## src/rtl/coh_pkg.sv

```systemverilog
package coh_pkg;

  typedef enum logic [2:0] {
    ST_INV = 3'd0,
    ST_CLN = 3'd1,
    ST_CSH = 3'd2,
    ST_DRT = 3'd3,
    ST_DSH = 3'd4
  } line_state_e;

  // probe next-state commands
  localparam logic [2:0] PRB_KEEP  = 3'd0;
  localparam logic [2:0] PRB_CLEAN = 3'd1;
  localparam logic [2:0] PRB_SHARE = 3'd2;
  localparam logic [2:0] PRB_DBIT  = 3'd3;
  localparam logic [2:0] PRB_EXCL  = 3'd4;

  // data-control responses
  localparam logic [2:0] RSP_FILL_CLN = 3'd0;
  localparam logic [2:0] RSP_FILL_DRT = 3'd1;
  localparam logic [2:0] RSP_FILL_CSH = 3'd2;
  localparam logic [2:0] RSP_FILL_DSH = 3'd3;
  localparam logic [2:0] RSP_FILL_ERR = 3'd4;
  localparam logic [2:0] RSP_CTD_OK   = 3'd5;
  localparam logic [2:0] RSP_CTD_FAIL = 3'd6;

  function automatic logic is_dirty(line_state_e s);
    return (s == ST_DRT) || (s == ST_DSH);
  endfunction

endpackage

```

## src/rtl/coh_probe_next.sv

```systemverilog
module coh_probe_next
  import coh_pkg::*;
(
  input  line_state_e cur_i,
  input  logic [2:0]  cmd_i,
  output line_state_e nxt_o
);

  always_comb begin
    nxt_o = cur_i;
    unique case (cmd_i)
      PRB_CLEAN: nxt_o = ST_CLN;
      PRB_SHARE: nxt_o = ST_CSH;
      PRB_DBIT:  nxt_o = is_dirty(cur_i) ? ST_DSH : ST_CSH;
      PRB_EXCL:  nxt_o = (cur_i == ST_DRT) ? ST_INV : ST_CSH;
      default:   nxt_o = cur_i;
    endcase
  end

endmodule

```

## src/rtl/coh_resp_decode.sv

```systemverilog
module coh_resp_decode
  import coh_pkg::*;
(
  input  logic        valid_i,
  input  logic [2:0]  code_i,
  output logic        state_we_o,
  output logic        tag_we_o,
  output line_state_e state_o,
  output logic        fill_ones_o,
  output logic        stc_fail_o
);

  always_comb begin
    state_we_o  = 1'b0;
    tag_we_o    = 1'b0;
    state_o     = ST_INV;
    fill_ones_o = 1'b0;
    stc_fail_o  = 1'b0;
    if (valid_i) begin
      unique case (code_i)
        RSP_FILL_CLN: begin state_we_o = 1'b1; tag_we_o = 1'b1; state_o = ST_CLN; end
        RSP_FILL_DRT: begin state_we_o = 1'b1; tag_we_o = 1'b1; state_o = ST_DRT; end
        RSP_FILL_CSH: begin state_we_o = 1'b1; tag_we_o = 1'b1; state_o = ST_CSH; end
        RSP_FILL_DSH: begin state_we_o = 1'b1; tag_we_o = 1'b1; state_o = ST_DSH; end
        RSP_FILL_ERR: begin
          state_we_o  = 1'b1;
          tag_we_o    = 1'b1;
          state_o     = ST_INV;
          fill_ones_o = 1'b1;
        end
        RSP_CTD_OK:   begin state_we_o = 1'b1; state_o = ST_DRT; end
        RSP_CTD_FAIL: stc_fail_o = 1'b1;
        default: ;
      endcase
    end
  end

endmodule

```

## src/rtl/coh_line.sv

```systemverilog
module coh_line
  import coh_pkg::*;
#(
  parameter int TAG_W = 8
) (
  input  logic             clk_i,
  input  logic             rst_ni,
  input  logic             probe_we_i,
  input  line_state_e      probe_state_i,
  input  logic             evict_we_i,
  input  logic             resp_we_i,
  input  logic             resp_tag_we_i,
  input  line_state_e      resp_state_i,
  input  logic [TAG_W-1:0] resp_tag_i,
  output line_state_e      state_o,
  output logic [TAG_W-1:0] tag_o,
  output line_state_e      post_probe_o
);

  line_state_e      state_q, state_d, after_evict;
  logic [TAG_W-1:0] tag_q;

  // order: probe, then eviction, then response
  always_comb begin
    post_probe_o = probe_we_i ? probe_state_i : state_q;
    after_evict  = evict_we_i ? ST_INV : post_probe_o;
    state_d      = resp_we_i ? resp_state_i : after_evict;
  end

  always_ff @(posedge clk_i or negedge rst_ni) begin
    if (!rst_ni) begin
      state_q <= ST_INV;
      tag_q   <= '0;
    end else begin
      state_q <= state_d;
      if (resp_tag_we_i) tag_q <= resp_tag_i;
    end
  end

  assign state_o = state_q;
  assign tag_o   = tag_q;

  p_evict_clears_r10: assert property (@(posedge clk_i) disable iff (!rst_ni)
    evict_we_i && !resp_we_i |=> state_q == ST_INV);

  p_resp_last_r11: assert property (@(posedge clk_i) disable iff (!rst_ni)
    resp_we_i |=> state_q == $past(resp_state_i));

  p_idle_hold_r3: assert property (@(posedge clk_i) disable iff (!rst_ni)
    !probe_we_i && !evict_we_i && !resp_we_i && !resp_tag_we_i
      |=> $stable(state_q) && $stable(tag_q));

endmodule

```

## src/rtl/coh_state_ctrl.sv

```systemverilog
module coh_state_ctrl
  import coh_pkg::*;
#(
  parameter int NUM_LINES = 16,
  parameter int TAG_W     = 8,
  localparam int IDX_W    = $clog2(NUM_LINES)
) (
  input  logic             clk_i,
  input  logic             rst_ni,
  input  logic             probe_valid_i,
  input  logic [IDX_W-1:0] probe_index_i,
  input  logic [TAG_W-1:0] probe_tag_i,
  input  logic [2:0]       probe_cmd_i,
  input  logic             resp_valid_i,
  input  logic [IDX_W-1:0] resp_index_i,
  input  logic [TAG_W-1:0] resp_tag_i,
  input  logic [2:0]       resp_code_i,
  input  logic             evict_valid_i,
  input  logic [IDX_W-1:0] evict_index_i,
  output logic             probe_rsp_valid_o,
  output logic             probe_hit_o,
  output logic [2:0]       probe_state_o,
  output logic             wb_req_o,
  output logic [IDX_W-1:0] wb_index_o,
  output logic             fill_ones_o,
  output logic             stc_fail_o
);

  logic [NUM_LINES-1:0][2:0]       line_st;
  logic [NUM_LINES-1:0][2:0]       line_post;
  logic [NUM_LINES-1:0][TAG_W-1:0] line_tag;

  line_state_e prb_cur, prb_nxt, rsp_state, ev_state;
  logic        prb_hit;
  logic        rsp_state_we, rsp_tag_we, rsp_ones, rsp_fail;

  assign prb_cur = line_state_e'(line_st[probe_index_i]);
  assign prb_hit = probe_valid_i && (prb_cur != ST_INV)
                   && (line_tag[probe_index_i] == probe_tag_i);
  assign ev_state = line_state_e'(line_post[evict_index_i]);

  coh_probe_next u_probe_next (
    .cur_i (prb_cur),
    .cmd_i (probe_cmd_i),
    .nxt_o (prb_nxt)
  );

  coh_resp_decode u_resp_decode (
    .valid_i     (resp_valid_i),
    .code_i      (resp_code_i),
    .state_we_o  (rsp_state_we),
    .tag_we_o    (rsp_tag_we),
    .state_o     (rsp_state),
    .fill_ones_o (rsp_ones),
    .stc_fail_o  (rsp_fail)
  );

  for (genvar i = 0; i < NUM_LINES; i++) begin : g_line
    logic        sel_p, sel_e, sel_r;
    line_state_e st, post;

    assign sel_p = prb_hit && (probe_index_i == IDX_W'(i));
    assign sel_e = evict_valid_i && (evict_index_i == IDX_W'(i));
    assign sel_r = resp_index_i == IDX_W'(i);

    coh_line #(.TAG_W(TAG_W)) u_line (
      .clk_i         (clk_i),
      .rst_ni        (rst_ni),
      .probe_we_i    (sel_p),
      .probe_state_i (prb_nxt),
      .evict_we_i    (sel_e),
      .resp_we_i     (sel_r && rsp_state_we),
      .resp_tag_we_i (sel_r && rsp_tag_we),
      .resp_state_i  (rsp_state),
      .resp_tag_i    (resp_tag_i),
      .state_o       (st),
      .tag_o         (line_tag[i]),
      .post_probe_o  (post)
    );

    assign line_st[i]   = st;
    assign line_post[i] = post;
  end

  always_ff @(posedge clk_i or negedge rst_ni) begin
    if (!rst_ni) begin
      probe_rsp_valid_o <= 1'b0;
      probe_hit_o       <= 1'b0;
      probe_state_o     <= ST_INV;
      wb_req_o          <= 1'b0;
      wb_index_o        <= '0;
      fill_ones_o       <= 1'b0;
      stc_fail_o        <= 1'b0;
    end else begin
      probe_rsp_valid_o <= probe_valid_i;
      probe_hit_o       <= prb_hit;
      probe_state_o     <= prb_hit ? prb_cur : ST_INV;
      wb_req_o          <= evict_valid_i && is_dirty(ev_state);
      if (evict_valid_i) wb_index_o <= evict_index_i;
      fill_ones_o       <= rsp_ones;
      stc_fail_o        <= rsp_fail;
    end
  end

  p_probe_answer_r2: assert property (@(posedge clk_i) disable iff (!rst_ni)
    probe_valid_i |=> probe_rsp_valid_o);

  p_miss_reports_inv_r2: assert property (@(posedge clk_i) disable iff (!rst_ni)
    probe_rsp_valid_o && !probe_hit_o |-> probe_state_o == 3'd0);

  p_wb_after_evict_r10: assert property (@(posedge clk_i) disable iff (!rst_ni)
    wb_req_o |-> $past(evict_valid_i) && wb_index_o == $past(evict_index_i));

  p_fail_source_r9: assert property (@(posedge clk_i) disable iff (!rst_ni)
    stc_fail_o |-> $past(resp_valid_i) && $past(resp_code_i) == RSP_CTD_FAIL);

  p_ones_source_r8: assert property (@(posedge clk_i) disable iff (!rst_ni)
    fill_ones_o |-> $past(resp_valid_i) && $past(resp_code_i) == RSP_FILL_ERR);

endmodule

```

## config.mk

```make
export PLATFORM = sky130hd
export DESIGN_NAME = coh_state_ctrl
export DESIGN_NICKNAME = d
export VERILOG_FILES = /design/src/rtl/coh_pkg.sv /design/src/rtl/coh_probe_next.sv /design/src/rtl/coh_resp_decode.sv /design/src/rtl/coh_line.sv /design/src/rtl/coh_state_ctrl.sv
export SDC_FILE = /design/constraint.sdc
export NUM_CORES = 1
export LEC_CHECK = 0
export BUFFER_PORTS_ARGS = -buffer_cell sky130_fd_sc_hd__buf_2
export CORE_MARGIN = 2
export CORE_UTILIZATION = 40
export DETAILED_ROUTE_END_ITERATION = 12
export HOLD_SLACK_MARGIN = 0.03
export PLACE_DENSITY_LB_ADDON = 0.15
export SETUP_SLACK_MARGIN = 0.5
export SYNTH_ARGS = -nofsm -noshare
export SYNTH_HDL_FRONTEND = slang
export SYNTH_HIERARCHICAL = 1
export SYNTH_SLANG_ARGS = --single-unit
```

## constraint.sdc

```tcl
create_clock -name clk_i -period 4.2 [get_ports clk_i]
set_clock_uncertainty 0.05 [all_clocks]
set_input_delay 0.84 -clock clk_i [delete_from_list [all_inputs] [get_ports clk_i]]
set_output_delay 0.84 -clock clk_i [all_outputs]
set_load 0.01 [all_outputs]
```

==> impl_metrics.toml <==
[die]
rows = 58
io_pins = 51
die_y_um = 164
design.die.area_um2 = 26900
initial_core_util = 0.407
die_width_um = 164
fp.coreArea_um2 = 25200

[placement]
gp_congestion = 0.908
numPortBuffers = 50
hpwl_mm = 21.1

[route]
postRouteAntennaNets = 0
wl_per_cell_um = 24.5
drc_errors = 0
via_per_inst = 5.80
drt_first_iter_violations = 374
vias = 7072
dr.pass1.iters = 7
routed_wl_mm = 29.9

[yosys]
avgSynthCellArea_um2 = 13.5
synth_flop_cell = "dfrtp_1"
async_flop_share = 1.00
ys_types = 55
synth.ff_latch_count = 188
yosysSeqAreaShare = 0.459
syn_inst = 757
synth_edf_count = 0
syn_area_um2 = 10200
syn_nets = 796
ys_warn_count = 6

[timing]
final_max_slew_viol_count = 0
hold_violations = 0
holdWs_ns = 0.454
slew_headroom = 0.302
max_freq_mhz = 231
final-setup-viol-count = 1
worst_pin_slew_ns = 1.05
final.min_clock_period_ns = 4.33
fin_ws_ns = -0.133
grt_setup_unrepaired = "true"
fin_crit_sh = 1.03
fin_tns_setup_ns = -0.133

[clocking]
cts_tree = "built"
cts_buffers = 17
cts.sinks = 188
cts_hold_buf = 0
cts_htree_levels = 4
clk_pin_slew_worst_paths_ns = 0.07
clk_path_buf_depth = 2
clk_latency_ns = 0.44
cts_root_buf = "clkbuf_16"

[setup_path]
cpMaxStageDelayCell = "mux4_2"
crit_type = "input pin to flop"
cp_top_family = "multiplexers"
start_kind = "input pin"
slowest_delay_ns = 0.55
crit_buf_inv = 4
path_cells = "buf_16 > buf_12 > mux4_2 > a22oi_2 > nand3_2 > or3_4 > nand4b_1 > buf_12 > nor4_4 > buf_4 > mux2_4 > mux4_2 > mux4_2 > nor2_1 > nand2_1 > a21boi_1"
crit_top_cell = "mux4_2"
critPathCaptureType = "flop"
worstPathArrival_ns = 4.63
required_ns = 4.50
crit_fanout = 9

[pwr]
ir_drop_mv = 0.210
leakagePower_nw = 5.49
powerDensity_nw_per_um2 = 392

[global_routing]
track_usage = 0.236
grt-ovfl-total = 0
grt_pass1_wl_mm = 47.0
antenna_found_initial = 0
grt_max_degree = 124
grt_pass1_vias = 7770

[cells_and_area]
diodes = 0
final_nets = 916
areaGrowthSynthToFinish_pct = 22.3
drive_above_1_share = 0.515
final_cell_mix = "188 x dfrtp_1, 145 x mux2_2, 79 x buf_4"
final_common_cell = "dfrtp_1"
n_fill_cell = 2166
fin_util = 0.498

[run]
cap_violations = 0

[outcome]
violations = "negative setup slack"
status = "finished with violations"

[worst_hold_path]
hold_class = "flop to flop"
## stage by stage
step           power (mW)  instances  cell area [um^2]  setup slack, ns
4_1_cts              4.96       1217             12500          -0.0888
3_3_place_gp         3.30       1169             11700           -0.806
6_report             4.91       1219             12500           -0.133
5_1_grt              5.14       1219             12500           -0.255
3_5_place_dp         3.35       1169             11700           -0.852
2_1_floorplan        2.98        757             10600           -0.597
## worst paths after layout
kind	startpoint	to	slack, ns	cells after the start
max	probe_index_i[0]	wb_req_o$_DFF_PN0_	-0.13	16
min	g_line[12].u_line/tag_o[4]$_DFFE_PN0P_	g_line[12].u_line/tag_o[4]$_DFFE_PN0P_	0.45	1
max reg2reg	g_line[3].u_line/state_o[0]$_DFF_PN0_	wb_req_o$_DFF_PN0_	0.08	13
min reg2reg	g_line[12].u_line/tag_o[4]$_DFFE_PN0P_	g_line[12].u_line/tag_o[4]$_DFFE_PN0P_	0.45	1
max in group asynchronous	rst_ni	g_line[13].u_line/tag_o[1]$_DFFE_PN0P_	2.65	2
min in group asynchronous	rst_ni	g_line[2].u_line/state_o[1]$_DFF_PN0_	0.48	1
## routing by layer
layer,part of all wire,vias to the layer above,track usage
li1,-,3131,-
met3,0.032,47,0.0351
met5,0,-,0
met1,0.43,3738,0.300
met4,0.026,0,0.0793
met2,0.51,156,0.414
## cell usage after synthesis, types with 7 or more instances
| library cell | n | area (um^2) |
|---|---|---|
| dfrtp_1 | 188 | 4700 |
| mux2_2 | 145 | 1630 |
| nor2_1 | 70 | 263 |
| a22o_1 | 50 | 438 |
| mux2_4 | 48 | 721 |
| mux4_2 | 47 | 1060 |
| buf_2 | 25 | 125 |
| mux2i_1 | 21 | 210 |
| nor4_1 | 18 | 113 |
| clkbuf_1 | 15 | 56.3 |
| nand2_1 | 12 | 45.0 |
| nor3_1 | 9 | 45.0 |
| xnor2_1 | 9 | 78.8 |
| nand3_1 | 8 | 40.0 |
| nand3b_1 | 8 | 60.1 |
| inv_1 | 7 | 26.3 |
## registers in the layout (all words and copies together) (netlist names)
register	cells
fill_ones_o	1
probe_hit_o	1
stc_fail_o	1
g_line.u_line/state_o	48
wb_index_o	4
g_line.u_line/tag_o	128
probe_state_o	3
wb_req_o	1
probe_rsp_valid_o	1
## timing repair
action,in CTS,in global routing
pin swaps,21,12
endpoints found under the setup margin,1,1
resized for setup,22,4
setup buffers,17,2
## cells by family (layout without fill, tap and decap cells)
group           count (synthesis)  count (layout)  share of synthesized area
simple gates                  159             159                     0.0817
xor+xnor                       10              10                    0.00928
compound gates                 86              86                     0.0713
buf+inv                        53             185                     0.0250
mux                           261             261                      0.354
flops                         188             188                      0.459
## power by group
part	internal (mW)	switching [mW]	total, mW
clock	0.783	0.774	1.56
combinational	0.606	0.466	1.07
sequential	2.12	0.162	2.28
total	3.51	1.40	4.91
## layout make-up
| cell class | instances | area [um^2] | share of cell area |
|---|---|---|---|
| tap | 330 | 413 | 0.0330 |
| sequential | 188 | 4700 | 0.375 |
| clock inverter | 13 | 128 | 0.0102 |
| timing repair buffer | 146 | 1230 | 0.0979 |
| multi-input combinational | 516 | 5600 | 0.447 |
| clock buffer | 18 | 429 | 0.0343 |
| inverter | 8 | 30.0 | 0.00240 |
Note: power is estimated with default switching activity, not from simulation.
